`config.mk`:
```
export PLATFORM = sky130hd
export DESIGN_NAME = ws_video_stats
export DESIGN_NICKNAME = d
export VERILOG_FILES = /design/src/rtl/ws_pkg.sv /design/src/rtl/ws_frame_timer.sv /design/src/rtl/ws_pixel_stats.sv /design/src/rtl/ws_video_stats.sv
export SDC_FILE = /design/constraint.sdc
export NUM_CORES = 1
export LEC_CHECK = 0
export BUFFER_PORTS_ARGS = -buffer_cell sky130_fd_sc_hd__clkbuf_2
export CAP_MARGIN = 10
export CELL_PAD_IN_SITES_DETAIL_PLACEMENT = 2
export CELL_PAD_IN_SITES_GLOBAL_PLACEMENT = 2
export CORE_ASPECT_RATIO = 0.9
export CORE_MARGIN = 2
export CORE_UTILIZATION = 37
export CTS_BUF_LIST = sky130_fd_sc_hd__clkbuf_4
export CTS_CLUSTER_SIZE = 8
export DETAILED_ROUTE_END_ITERATION = 10
export PLACE_DENSITY_LB_ADDON = 0.1
export SETUP_SLACK_MARGIN = 0.15
export SYNTH_ARGS = -nofsm -noshare
export SYNTH_HDL_FRONTEND = slang
export SYNTH_HIERARCHICAL = 1
export SYNTH_SLANG_ARGS = --single-unit
```
`constraint.sdc`:
```
create_clock -name clk -period 7.77 [get_ports clk]
set_input_delay 1.554 -clock clk [delete_from_list [all_inputs] [get_ports clk]]
set_output_delay 1.554 -clock clk [all_outputs]
set_load 0.01 [all_outputs]
```
`src/rtl/ws_pkg.sv`:
```
package ws_pkg;
  typedef enum logic [1:0] {
    ALG_GRAD   = 2'd0,
    ALG_SUM    = 2'd1,
    ALG_MINMAX = 2'd2,
    ALG_COUNT  = 2'd3
  } ws_alg_e;

  typedef enum logic [1:0] {
    CH_RED   = 2'd0,
    CH_GREEN = 2'd1,
    CH_BLUE  = 2'd2,
    CH_ALL   = 2'd3
  } ws_chan_e;
endpackage

```
`src/rtl/ws_frame_timer.sv`:
```
module ws_frame_timer #(
  parameter int COORD_W = 12
) (
  input  logic               clk,
  input  logic               rst_n,
  input  logic               hsync,
  input  logic               vsync,
  input  logic               x_fall,
  input  logic               y_fall,
  input  logic               pix_vld,
  input  logic [COORD_W-1:0] x_lo,
  input  logic [COORD_W-1:0] x_hi,
  input  logic [COORD_W-1:0] y_lo,
  input  logic [COORD_W-1:0] y_hi,
  output logic               hedge,
  output logic               vedge,
  output logic               in_win
);
  localparam logic [COORD_W-1:0] CMAX = '1;

  logic               hs_q, vs_q;
  logic [COORD_W-1:0] x_q, y_q, x_cur, y_cur;

  assign hedge = x_fall ? (hs_q & ~hsync) : (hsync & ~hs_q);
  assign vedge = y_fall ? (vs_q & ~vsync) : (vsync & ~vs_q);

  always_comb begin
    if (hedge)             x_cur = '0;
    else if (x_q == CMAX)  x_cur = CMAX;
    else                   x_cur = x_q + 1'b1;

    if (vedge)             y_cur = '0;
    else if (!hedge)       y_cur = y_q;
    else if (y_q == CMAX)  y_cur = CMAX;
    else                   y_cur = y_q + 1'b1;
  end

  assign in_win = pix_vld & ~vedge &
                  (x_cur >= x_lo) & (x_cur <= x_hi) &
                  (y_cur >= y_lo) & (y_cur <= y_hi);

  always_ff @(posedge clk or negedge rst_n) begin
    if (!rst_n) begin
      hs_q <= 1'b0;
      vs_q <= 1'b0;
      x_q  <= '0;
      y_q  <= '0;
    end else begin
      hs_q <= hsync;
      vs_q <= vsync;
      x_q  <= x_cur;
      y_q  <= y_cur;
    end
  end

  // the row coordinate only moves at a horizontal or vertical edge
  assert_row_step_R2: assert property (@(posedge clk) disable iff (!rst_n)
    (!hedge && !vedge) |=> $stable(y_q));
endmodule

```
`src/rtl/ws_pixel_stats.sv`:
```
module ws_pixel_stats
  import ws_pkg::*;
#(
  parameter int DATA_W = 8,
  parameter int ACC_W  = 34
) (
  input  logic                   clk,
  input  logic                   rst_n,
  input  logic                   frame_rst,
  input  logic                   line_rst,
  input  logic                   sample,
  input  logic [2:0][DATA_W-1:0] pix,
  input  ws_chan_e               chan,
  input  logic [DATA_W-1:0]      level,
  input  logic                   below,
  output logic [ACC_W-1:0]       grad_acc,
  output logic [ACC_W-1:0]       sum_acc,
  output logic [ACC_W-1:0]       cnt_acc,
  output logic [DATA_W-1:0]      min_q,
  output logic [DATA_W-1:0]      max_q
);
  localparam int TERM_W = DATA_W + 2;

  logic [2:0]              sel, hit;
  logic [2:0][DATA_W-1:0]  gterm, sterm, prev_q, prev_n;
  logic                    pv_q, pv_n, pv_eff;
  logic [TERM_W-1:0]       gsum, ssum;
  logic [1:0]              hcnt;
  logic [DATA_W-1:0]       lo, hi, min_n, max_n;
  logic [ACC_W-1:0]        grad_n, sum_n, cnt_n;

  assign pv_eff = pv_q & ~line_rst;

  for (genvar c = 0; c < 3; c++) begin : g_chan
    logic [DATA_W-1:0] dlt;
    assign sel[c]   = (chan == CH_ALL) || (chan == ws_chan_e'(2'(c)));
    assign dlt      = (pix[c] >= prev_q[c]) ? pix[c] - prev_q[c] : prev_q[c] - pix[c];
    assign gterm[c] = (sel[c] && pv_eff && (dlt > level)) ? dlt - level : '0;
    assign sterm[c] = sel[c] ? pix[c] : '0;
    assign hit[c]   = sel[c] && (below ? (pix[c] < level) : (pix[c] > level));
  end

  always_comb begin
    gsum = TERM_W'(gterm[0]) + TERM_W'(gterm[1]) + TERM_W'(gterm[2]);
    ssum = TERM_W'(sterm[0]) + TERM_W'(sterm[1]) + TERM_W'(sterm[2]);
    hcnt = 2'(hit[0]) + 2'(hit[1]) + 2'(hit[2]);
    lo = min_q;
    hi = max_q;
    for (int c = 0; c < 3; c++) begin
      if (sel[c] && (pix[c] < lo)) lo = pix[c];
      if (sel[c] && (pix[c] > hi)) hi = pix[c];
    end

    grad_n = grad_acc;
    sum_n  = sum_acc;
    cnt_n  = cnt_acc;
    min_n  = min_q;
    max_n  = max_q;
    prev_n = prev_q;
    pv_n   = pv_q;
    if (frame_rst) begin
      grad_n = '0;
      sum_n  = '0;
      cnt_n  = '0;
      min_n  = '1;
      max_n  = '0;
      pv_n   = 1'b0;
    end else if (sample) begin
      grad_n = grad_acc + ACC_W'(gsum);
      sum_n  = sum_acc + ACC_W'(ssum);
      cnt_n  = cnt_acc + ACC_W'(hcnt);
      min_n  = lo;
      max_n  = hi;
      prev_n = pix;
      pv_n   = 1'b1;
    end else if (line_rst) begin
      pv_n   = 1'b0;
    end
  end

  always_ff @(posedge clk or negedge rst_n) begin
    if (!rst_n) begin
      grad_acc <= '0;
      sum_acc  <= '0;
      cnt_acc  <= '0;
      min_q    <= '1;
      max_q    <= '0;
      prev_q   <= '0;
      pv_q     <= 1'b0;
    end else begin
      grad_acc <= grad_n;
      sum_acc  <= sum_n;
      cnt_acc  <= cnt_n;
      min_q    <= min_n;
      max_q    <= max_n;
      prev_q   <= prev_n;
      pv_q     <= pv_n;
    end
  end

  // within a frame no accumulator ever goes backwards (no wrap)
  assert_no_overflow_R13: assert property (@(posedge clk) disable iff (!rst_n)
    !frame_rst |=> (grad_acc >= $past(grad_acc)) && (sum_acc >= $past(sum_acc)) &&
                   (cnt_acc >= $past(cnt_acc)));

  // running minimum never rises and running maximum never falls mid-frame
  assert_minmax_monotone_R6: assert property (@(posedge clk) disable iff (!rst_n)
    !frame_rst |=> (min_q <= $past(min_q)) && (max_q >= $past(max_q)));
endmodule

```
`src/rtl/ws_video_stats.sv`:
```
module ws_video_stats
  import ws_pkg::*;
#(
  parameter int  DATA_W  = 8,
  parameter int  COORD_W = 12,
  localparam int ACC_W   = 2 * COORD_W + DATA_W + 2
) (
  input  logic               clk,
  input  logic               rst_n,
  input  logic               pix_vld,
  input  logic [DATA_W-1:0]  pix_r,
  input  logic [DATA_W-1:0]  pix_g,
  input  logic [DATA_W-1:0]  pix_b,
  input  logic               hsync,
  input  logic               vsync,
  input  logic [COORD_W-1:0] win_x_lo,
  input  logic [COORD_W-1:0] win_y_lo,
  input  logic [COORD_W-1:0] win_x_hi,
  input  logic [COORD_W-1:0] win_y_hi,
  input  logic               x_ref_fall,
  input  logic               y_ref_fall,
  input  logic [1:0]         alg_sel,
  input  logic [1:0]         chan_sel,
  input  logic [DATA_W-1:0]  level,
  input  logic               free_run,
  input  logic               start,
  input  logic               freeze,
  input  logic               pcd_below,
  output logic [ACC_W-1:0]   result,
  output logic               start_busy,
  output logic               poll
);
  // reset: asynchronous assertion, synchronous release
  logic [1:0] rs_q;
  logic       rst_i;
  always_ff @(posedge clk or negedge rst_n) begin
    if (!rst_n) rs_q <= '0;
    else        rs_q <= {rs_q[0], 1'b1};
  end
  assign rst_i = rs_q[1];

  // configuration shadow, loaded at each vertical reference edge
  ws_alg_e            a_alg;
  ws_chan_e           a_chan;
  logic [DATA_W-1:0]  a_level;
  logic               a_below, a_free;
  logic [COORD_W-1:0] a_x0, a_x1, a_y0, a_y1;

  logic hedge, vedge, in_win;
  logic [ACC_W-1:0]  grad_acc, sum_acc, cnt_acc, value;
  logic [DATA_W-1:0] min_q, max_q;

  ws_frame_timer #(.COORD_W(COORD_W)) u_timer (
    .clk(clk), .rst_n(rst_i), .hsync(hsync), .vsync(vsync),
    .x_fall(x_ref_fall), .y_fall(y_ref_fall), .pix_vld(pix_vld),
    .x_lo(a_x0), .x_hi(a_x1), .y_lo(a_y0), .y_hi(a_y1),
    .hedge(hedge), .vedge(vedge), .in_win(in_win)
  );

  ws_pixel_stats #(.DATA_W(DATA_W), .ACC_W(ACC_W)) u_stats (
    .clk(clk), .rst_n(rst_i), .frame_rst(vedge), .line_rst(hedge),
    .sample(in_win), .pix({pix_b, pix_g, pix_r}), .chan(a_chan),
    .level(a_level), .below(a_below),
    .grad_acc(grad_acc), .sum_acc(sum_acc), .cnt_acc(cnt_acc),
    .min_q(min_q), .max_q(max_q)
  );

  always_comb begin
    unique case (a_alg)
      ALG_GRAD:   value = grad_acc;
      ALG_SUM:    value = sum_acc;
      ALG_MINMAX: value = ACC_W'({max_q, min_q});
      default:    value = cnt_acc;
    endcase
  end

  // measurement control
  logic running_q, running_n, armed_q, armed_n, armed_eff;
  logic poll_n, res_en;
  logic [ACC_W-1:0] result_n;

  always_comb begin
    armed_eff = armed_q | start;
    running_n = running_q;
    armed_n   = armed_eff;
    res_en    = 1'b0;
    poll_n    = poll;
    if (vedge) begin
      res_en    = running_q & (a_free ? (free_run & ~freeze) : 1'b1);
      running_n = free_run | armed_eff;
      armed_n   = free_run & armed_eff;
    end
    if (!free_run)                   poll_n = 1'b0;
    else if (res_en && a_free)       poll_n = 1'b1;
    result_n = res_en ? value : result;
  end

  assign start_busy = armed_q | (running_q & ~a_free);

  always_ff @(posedge clk or negedge rst_i) begin
    if (!rst_i) begin
      running_q <= 1'b0;
      armed_q   <= 1'b0;
      poll      <= 1'b0;
      result    <= '0;
      a_alg     <= ALG_GRAD;
      a_chan    <= CH_RED;
      a_level   <= '0;
      a_below   <= 1'b0;
      a_free    <= 1'b0;
      a_x0      <= '0;
      a_x1      <= '0;
      a_y0      <= '0;
      a_y1      <= '0;
    end else begin
      running_q <= running_n;
      armed_q   <= armed_n;
      poll      <= poll_n;
      result    <= result_n;
      if (vedge) begin
        a_alg   <= ws_alg_e'(alg_sel);
        a_chan  <= ws_chan_e'(chan_sel);
        a_level <= level;
        a_below <= pcd_below;
        a_free  <= free_run;
        a_x0    <= win_x_lo;
        a_x1    <= win_x_hi;
        a_y0    <= win_y_lo;
        a_y1    <= win_y_hi;
      end
    end
  end

  // the single-frame request only drops right after a vertical edge
  assert_busy_drop_R10: assert property (@(posedge clk) disable iff (!rst_i)
    $fell(start_busy) |-> $past(vedge));

  // the reported value only moves right after a vertical edge
  assert_result_hold_R12: assert property (@(posedge clk) disable iff (!rst_i)
    !vedge |=> $stable(result));

  // poll only falls once free-running mode has been left
  assert_poll_clear_R11: assert property (@(posedge clk) disable iff (!rst_i)
    $fell(poll) |-> !$past(free_run));
endmodule

```
Word level (Yosys, flattened, before mapping) --
Cells that the tools add are included.
Operators by class: $mul 0, shift operators 0, eq/ne operators 8, order comparisons 22, reductions and logical operators 24, bitwise logic cells 25, divide/modulo/power cells 0, $add $sub $neg 20, multiplexer cells 44
Operators with widths (number):
- 34-bit 2-to-1 mux | 6
- 8-bit 2-to-1 mux | 19
- 34-bit one-hot mux with 3 select lines | 1
- 8-bit greater-than comparator | 9
- 8-bit subtractor | 9
- 34-bit by 10-bit adder with 34-bit output | 2
- 12-bit 2-to-1 mux | 5
- 8-bit < comparator | 6
- 34-bit by 2-bit adder with 34-bit output | 1
- 12-bit by 1-bit adder with 12-bit output, second input constant | 2
- 12-bit == test, second input constant | 2
- 12-bit greater-or-equal comparator | 2
- 8-bit greater-or-equal comparator | 3
- 12-bit <= comparator | 2
- 10-bit by 8-bit adder with 10-bit output | 2
- 8-bit by 8-bit adder with 9-bit output | 2
- 1-bit logical AND | 16
- 1-bit AND | 14
- 1-bit 2-to-1 mux | 13
- 1-bit inverter | 8
- 2-bit == test, second input constant | 3
- 2-bit by 1-bit == test with 1-bit output, second input constant | 2
- 2-bit logical NOT | 2
- 1-bit logical OR | 3
- other kinds (7) | 9
Word-level totals: ROM bits 0, memory bits (writable) 0, memories 0, bits in latches 0, register bits after elaboration 270, input bits 95

Longest topological paths before layout --
depth in word-level cells 13, mapped depth 35

By module --
The synthesis kept the hierarchy.
Modules (own cells, without submodules):
- ws_pixel_stats | area an instance 13090.1 µm², seq. area each 3588.4 µm², times used 1, cells each 1474
- ws_video_stats | area an instance 4566.9 µm², seq. area each 2527.4 µm², times used 1, cells each 284
- ws_frame_timer | area an instance 2526.2 µm², seq. area each 650.6 µm², times used 1, cells each 294

Worst setup path after synthesis --
No wires, ideal clock.
path type input to register, start point in pix_g[0], end point reg u_stats.grad_acc[11], path buffers 1, slack -608 ps, cell stages on the path 33, arrival time 8247 ps, path through inv_1 ha_1 inv_1 fa_1 a21o_1 a21oi_1 a21oi_1 o22ai_1 buf_2 mux2_2 a21oi_1 xnor2_1 ha_1 o21ai_1 a21oi_1 o21ai_1 a21oi_1 o21ai_0 a2111oi_2 nand2b_1 fa_1 fa_1 inv_1 ha_1 fa_1 a21o_1 a21oi_1 o21ai_0 and2_1 a21boi_0 nor3b_1 xnor2_1 nor2_1
Between the ends: longest elaborated chain between the ends 10
Ends and longest elaborated chain:
- start: declaration | line ws_video_stats.sv:12 | input logic [DATA_W-1:0] pix_g,
- 8-bit subtractor / 8-bit greater-or-equal comparator (equally long branches) | line ws_pixel_stats.sv:37 | assign dlt = (pix[c] >= prev_q[c]) ? pix[c] - prev_q[c] : prev_q[c] - pix[c];
- 8-bit 2-to-1 mux * | line ws_pixel_stats.sv:37
- 8-bit greater-than comparator | line ws_pixel_stats.sv:38 | assign gterm[c] = (sel[c] && pv_eff && (dlt > level)) ? dlt - level : '0;
- 1-bit logical AND | line ws_pixel_stats.sv:38
- 8-bit 2-to-1 mux * | line ws_pixel_stats.sv:38
- 8-bit by 8-bit adder with 9-bit output * | line ws_pixel_stats.sv:44 | gsum = TERM_W'(gterm[0]) + TERM_W'(gterm[1]) + TERM_W'(gterm[2]);
- 10-bit by 8-bit adder with 10-bit output * | line ws_pixel_stats.sv:44
- 34-bit by 10-bit adder with 34-bit output * | line ws_pixel_stats.sv:69 | grad_n = grad_acc + ACC_W'(gsum);
- 34-bit 2-to-1 mux * | line ws_pixel_stats.sv:68 | end else if (sample) begin
- 34-bit 2-to-1 mux * | line ws_pixel_stats.sv:61 | if (frame_rst) begin
- end signal: assignment | line ws_pixel_stats.sv:91 | grad_acc <= grad_n;
- end: declaration | line ws_pixel_stats.sv:16 | output logic [ACC_W-1:0] grad_acc,
Every way passes the cells marked *; elsewhere a longest branch is shown, timed or not. The select of a mux whose other input is x is not followed. A chain may end at the register's enable or synchronous reset.

Final worst setup path --
start point in pix_r[0], end point reg u_stats.grad_acc[33]
Between the ends: longest elaborated chain between the ends 10
Ends and longest elaborated chain:
- start: declaration | line ws_video_stats.sv:11 | input logic [DATA_W-1:0] pix_r,
- 8-bit subtractor / 8-bit greater-or-equal comparator (equally long branches) | line ws_pixel_stats.sv:37
- 8-bit 2-to-1 mux * | line ws_pixel_stats.sv:37
- 8-bit greater-than comparator | line ws_pixel_stats.sv:38
- 1-bit logical AND | line ws_pixel_stats.sv:38
- 8-bit 2-to-1 mux * | line ws_pixel_stats.sv:38
- 8-bit by 8-bit adder with 9-bit output * | line ws_pixel_stats.sv:44
- 10-bit by 8-bit adder with 10-bit output * | line ws_pixel_stats.sv:44
- 34-bit by 10-bit adder with 34-bit output * | line ws_pixel_stats.sv:69
- 34-bit 2-to-1 mux * | line ws_pixel_stats.sv:68
- 34-bit 2-to-1 mux * | line ws_pixel_stats.sv:61
Marked as above.

==> results <==
- The core box area is 54100 um^2.
- Of the total power, the clock network draws 28.4%.
- The number of pins exceeding their max-slew limit in the final report is 0.
- STA classifies the critical path startpoint as an input pin.
- The most numerous cell on the critical path is sky130_fd_sc_hd__a21oi_2.
- The mean instance size in the synthesized netlist is 9.84 um^2.
- The routed layout has 17.0k vias.
- The switching fraction of total power is 37.7%.
- The number of endpoints failing setup at the final stage is 0.
- The sink count of the clock tree is 270.
- The remaining routing DRC violations is 0.
- The clock tree from TritonCTS is yes.
- In the global route stage, overall resource usage came out at between 20% and 30%.
- The maximum root-to-sink buffer count is 3.
- In the layout the commonest cells are sky130_fd_sc_hd__dfrtp_1 (260), sky130_fd_sc_hd__ha_1 (213), sky130_fd_sc_hd__inv_1 (195), sky130_fd_sc_hd__nor2_1 (181), sky130_fd_sc_hd__buf_4 (178).
- The initial core utilization is approximately 37%.
- The latest clock arrival within the worst-skew pair is 0.87 ns.
- The number of nets with antenna violations after detailed routing is 0.
- The critical path is of the in2reg type.
- In the final design database the tool counted 2730 nets.
- The proportion of register bits with asynchronous set or reset after synthesis is 100%.
- In the post-route analysis, the smallest setup slack over all paths is 0.417 ns.
- In this run, synthesis inferred 0 flip-flops with an integrated enable.
- The synthesized netlist net count is roughly 2.4k.
- The nature of the critical path endpoint is a flip-flop.
- The path category of the worst min-delay check is reg2async.
- The cell area after synthesis is 20200 um^2.
- The run finished with clean final reports.
- After routing, the total negative slack on setup checks comes to 0 ns.
- The clock edge transition at the registers on the reported setup and hold paths is 0.06 ns.
- After synthesis, the netlist uses 77 different library cells.
- The placer's final routability congestion estimate is 0.868.
- At the worst endpoint, the required time is 8.44 ns.
- The Yosys step of the flow raised 6 warnings.
- The largest single stage delay on the critical path is around 0.57 ns.
- For this design the ratio of total power to cell area is 207 nW/um^2.
- The static leakage power is between 10 and 15 nW.
- The post-route fraction of the period consumed by the critical path is between 90 and 100%.
- In this run the core area contains just over 80 standard-cell rows.
- The cell internal power dissipation is 3.11 mW.
- Counting tap cells, the placed design contains a total of 2991 instances.
- Measured on the finished design, the core utilization comes to 44.5%.
- In this run, the combinational gates consume 39.8% of the power.
- For the pin with the worst max-slew slack, the measured transition is 1.13 ns.
- The number of filler instances in the final layout is 5861.
- The number of antenna violations at the first check in global routing is 10.
- The share of the yosys chip area belonging to registers is 33.5%.
- The fraction of power consumed by sequential logic is 31.7%.
- The standard cell with the maximum stage delay on the critical path is sky130_fd_sc_hd__fa_1.
- The average wire length per cell after detail routing is 23.3 um.
- In the final layout, the share of cells above drive strength 1 is 26.8%.
- The first-pass GRT wire length is 113000 um.
- For this block, the initial DRC count from the detailed router was 753.
- The port buffer count is 130.
- The number of vias per cell is 5.42.
- The post-layout instance area is 24100 um^2.
- The clock arrives with 0.0653 ns of skew.
- Measured against its own limit, the worst slew margin works out to 24.7%.
- The post-detailed-placement cell area is 22800 um^2.
- The die covers 56400 um^2.
- Entering global routing, the biggest net connects 131 pins.
- VDD sags by at most between 0.1 and 0.15 mV.
- The post-synthesis cell count is 2052.
- The routed design has 73400 um of wire.
- The library cell used most frequently in the layout, excluding fill and tap cells, is sky130_fd_sc_hd__dfrtp_1.
- The count of TritonRoute iterations in the first routing pass is 5.
- The die is 226 um tall.
- In this run the clock root is driven by a sky130_fd_sc_hd__clkbuf_4.
- The primary flip-flop cell chosen by synthesis mapping is sky130_fd_sc_hd__dfrtp_1.
- Before CTS, the worst setup slack after placement is -0.841 ns.
- The routed design could run at a clock period as short as 7.35 ns.
- The width of the die is 250 um.
- The via count of the first global-routing pass came to 19.1k.
- The highest clock frequency the design can meet is ~0.14 GHz.
- The number of placed I/O pins is 131.
- The endpoint arrival time on the critical path is 8.02 ns.
- The number of buffers inserted during clock tree synthesis is 83.
- The number of hold-slack violations in the final timing report is 0.
- The post-synthesis sequential element count is 270.
- In this run the power spent charging and discharging nets is 1.88 mW.
- The area growth from synthesis to layout is 19.3%.
- The number of max-cap violations is 0.
- The non-filler instance count after layout is between 3k and 4k.
- The detailed placement HPWL is 57300 um.
- The total congestion overflow is 0.
- The maximum level of the CTS H-tree is 3.
- In this run the worst path has a maximum fanout of 6.
- Setup repair after global routing left no endpoint under its margin.
state kept, by name, indices dropped and copies added (netlist names), 8 cells and up:
register and count:
u_stats/grad_acc 34, u_stats/max_q 8, u_stats/sum_acc 34, u_stats/min_q 8, result 34, a_y1 12
u_stats/cnt_acc 34, u_timer/x_q 12, u_stats/prev_q 24, a_y0 12, u_timer/y_q 12, a_x0 12
a_x1 12, a_level 8
critical path: cells and delay by family:
| kind | cells | cell delay, ns |
|---|---|---|
| compound gates | 13 | 2.33 |
| fa+ha+maj | 7 | 2.09 |
| buf+inv | 8 | 0.87 |
| simple gates | 5 | 0.65 |
| mux | 1 | 0.33 |
| xor+xnor | 1 | 0.18 |
area by class of cell:
class                           count  area (um^2)  share of cell area (%)
Sequential cell                   270         6770                    28.1
Inverter                          201          761                    3.16
Timing Repair Buffer              310         2030                    8.42
Tap cell                          705          882                    3.66
Clock buffer                      115          863                    3.58
Multi-Input combinational cell   1511        12600                    52.4
Clock inverter                     25          146                   0.608
Antenna cell                        8         20.0                  0.0831
timing repair:
item,CTS,global route
buffers inserted,0,6
setup endpoints to repair,5,28
gates resized for setup,1,38
hold buffers,0,0
pin swaps,0,28
synthesized netlist by cell type, drive strengths merged (16+ instances only):
master | count | share of area (%)
mux2 | 121 | 6.9
o21ai | 80 | 2.0
inv | 199 | 3.7
or3 | 18 | 0.56
nor2 | 182 | 3.4
o2bb2ai | 18 | 0.78
a211oi | 16 | 0.64
nand4 | 42 | 1.3
buf | 29 | 0.92
a211o | 21 | 0.91
nor2b | 22 | 0.68
dfrtp | 262 | 32
a21oi | 123 | 3.1
mux4 | 16 | 1.9
a31oi | 25 | 0.77
nand3 | 47 | 1.2
nand2 | 108 | 2.0
clkbuf | 41 | 0.76
a21o | 55 | 2.0
ha | 215 | 13
xnor2 | 73 | 3.2
xor2 | 48 | 2.1
fa | 43 | 4.3
and3 | 18 | 0.56
and2 | 16 | 0.51
mux2i | 60 | 3.0
nand2b | 17 | 0.53
logic make-up after synthesis:
group / Yosys count / share of synthesized area [%]
xor gates and xnor gates: 121 / 5.25
other: 1 / 0.0186
adders and majority gates: 258 / 17.6
AOI/OAI and AO/OA: 408 / 13.6
DFF: 270 / 33.5
muxes: 197 / 11.8
and+or+nand+nor: 526 / 12.8
buffers and inverters: 271 / 5.42
path summary, 6_finish.rpt:
kind	startpoint	end	slack [ns]	cells after the start
setup / recovery	pix_r[0]	u_stats/grad_acc[33]$_DFFE_PN0P_	0.42	35
setup reg to reg	u_stats/prev_q[0]$_DFFE_PN0P_	u_stats/grad_acc[33]$_DFFE_PN0P_	0.90	33
hold / removal	rs_q[1]$_DFF_PN0_	u_stats/cnt_acc[22]$_DFFE_PN0P_	0.31	0
hold reg to reg	rs_q[1]$_DFF_PN0_	u_stats/cnt_acc[22]$_DFFE_PN0P_	0.31	0
max in group asynchronous	rs_q[1]$_DFF_PN0_	u_stats/prev_q[17]$_DFFE_PN0P_	5.54	2
min in group clk	rs_q[0]$_DFF_PN0_	rs_q[1]$_DFF_PN0_	0.36	0
routing by layer:
metal / global-route usage (%) / routed length (um) / up-vias
met5: 0 / 0 / -
met4: 7.20 / 1730 / 0
li1: - / - / 7924
met3: 4.69 / 2530 / 116
met2: 42.2 / 34200 / 284
met1: 36.0 / 34900 / 8722
power groups by stage:
stage / Combinational [mW] / Clock [mW] / Sequential, mW
finish: 1.99 / 1.42 / 1.58
global route: 2.20 / 1.55 / 1.60
CTS: 1.97 / 1.48 / 1.59
detailed placement: 1.95 / 0 / 1.61
global placement: 1.84 / 0 / 1.60
floorplan: 1.22 / 0 / 1.61
stage by stage:
| stage | total power [mW] | hold WS, ns |
|---|---|---|
| after floorplan | 2.82 | 0.331 |
| after global placement | 3.44 | 0.335 |
| after detailed placement | 3.56 | 0.338 |
| after CTS | 5.04 | 0.338 |
| after global routing | 5.35 | 0.365 |
| final | 5.00 | 0.314 |
No activity file was read; power rests on OpenSTA's default activity.
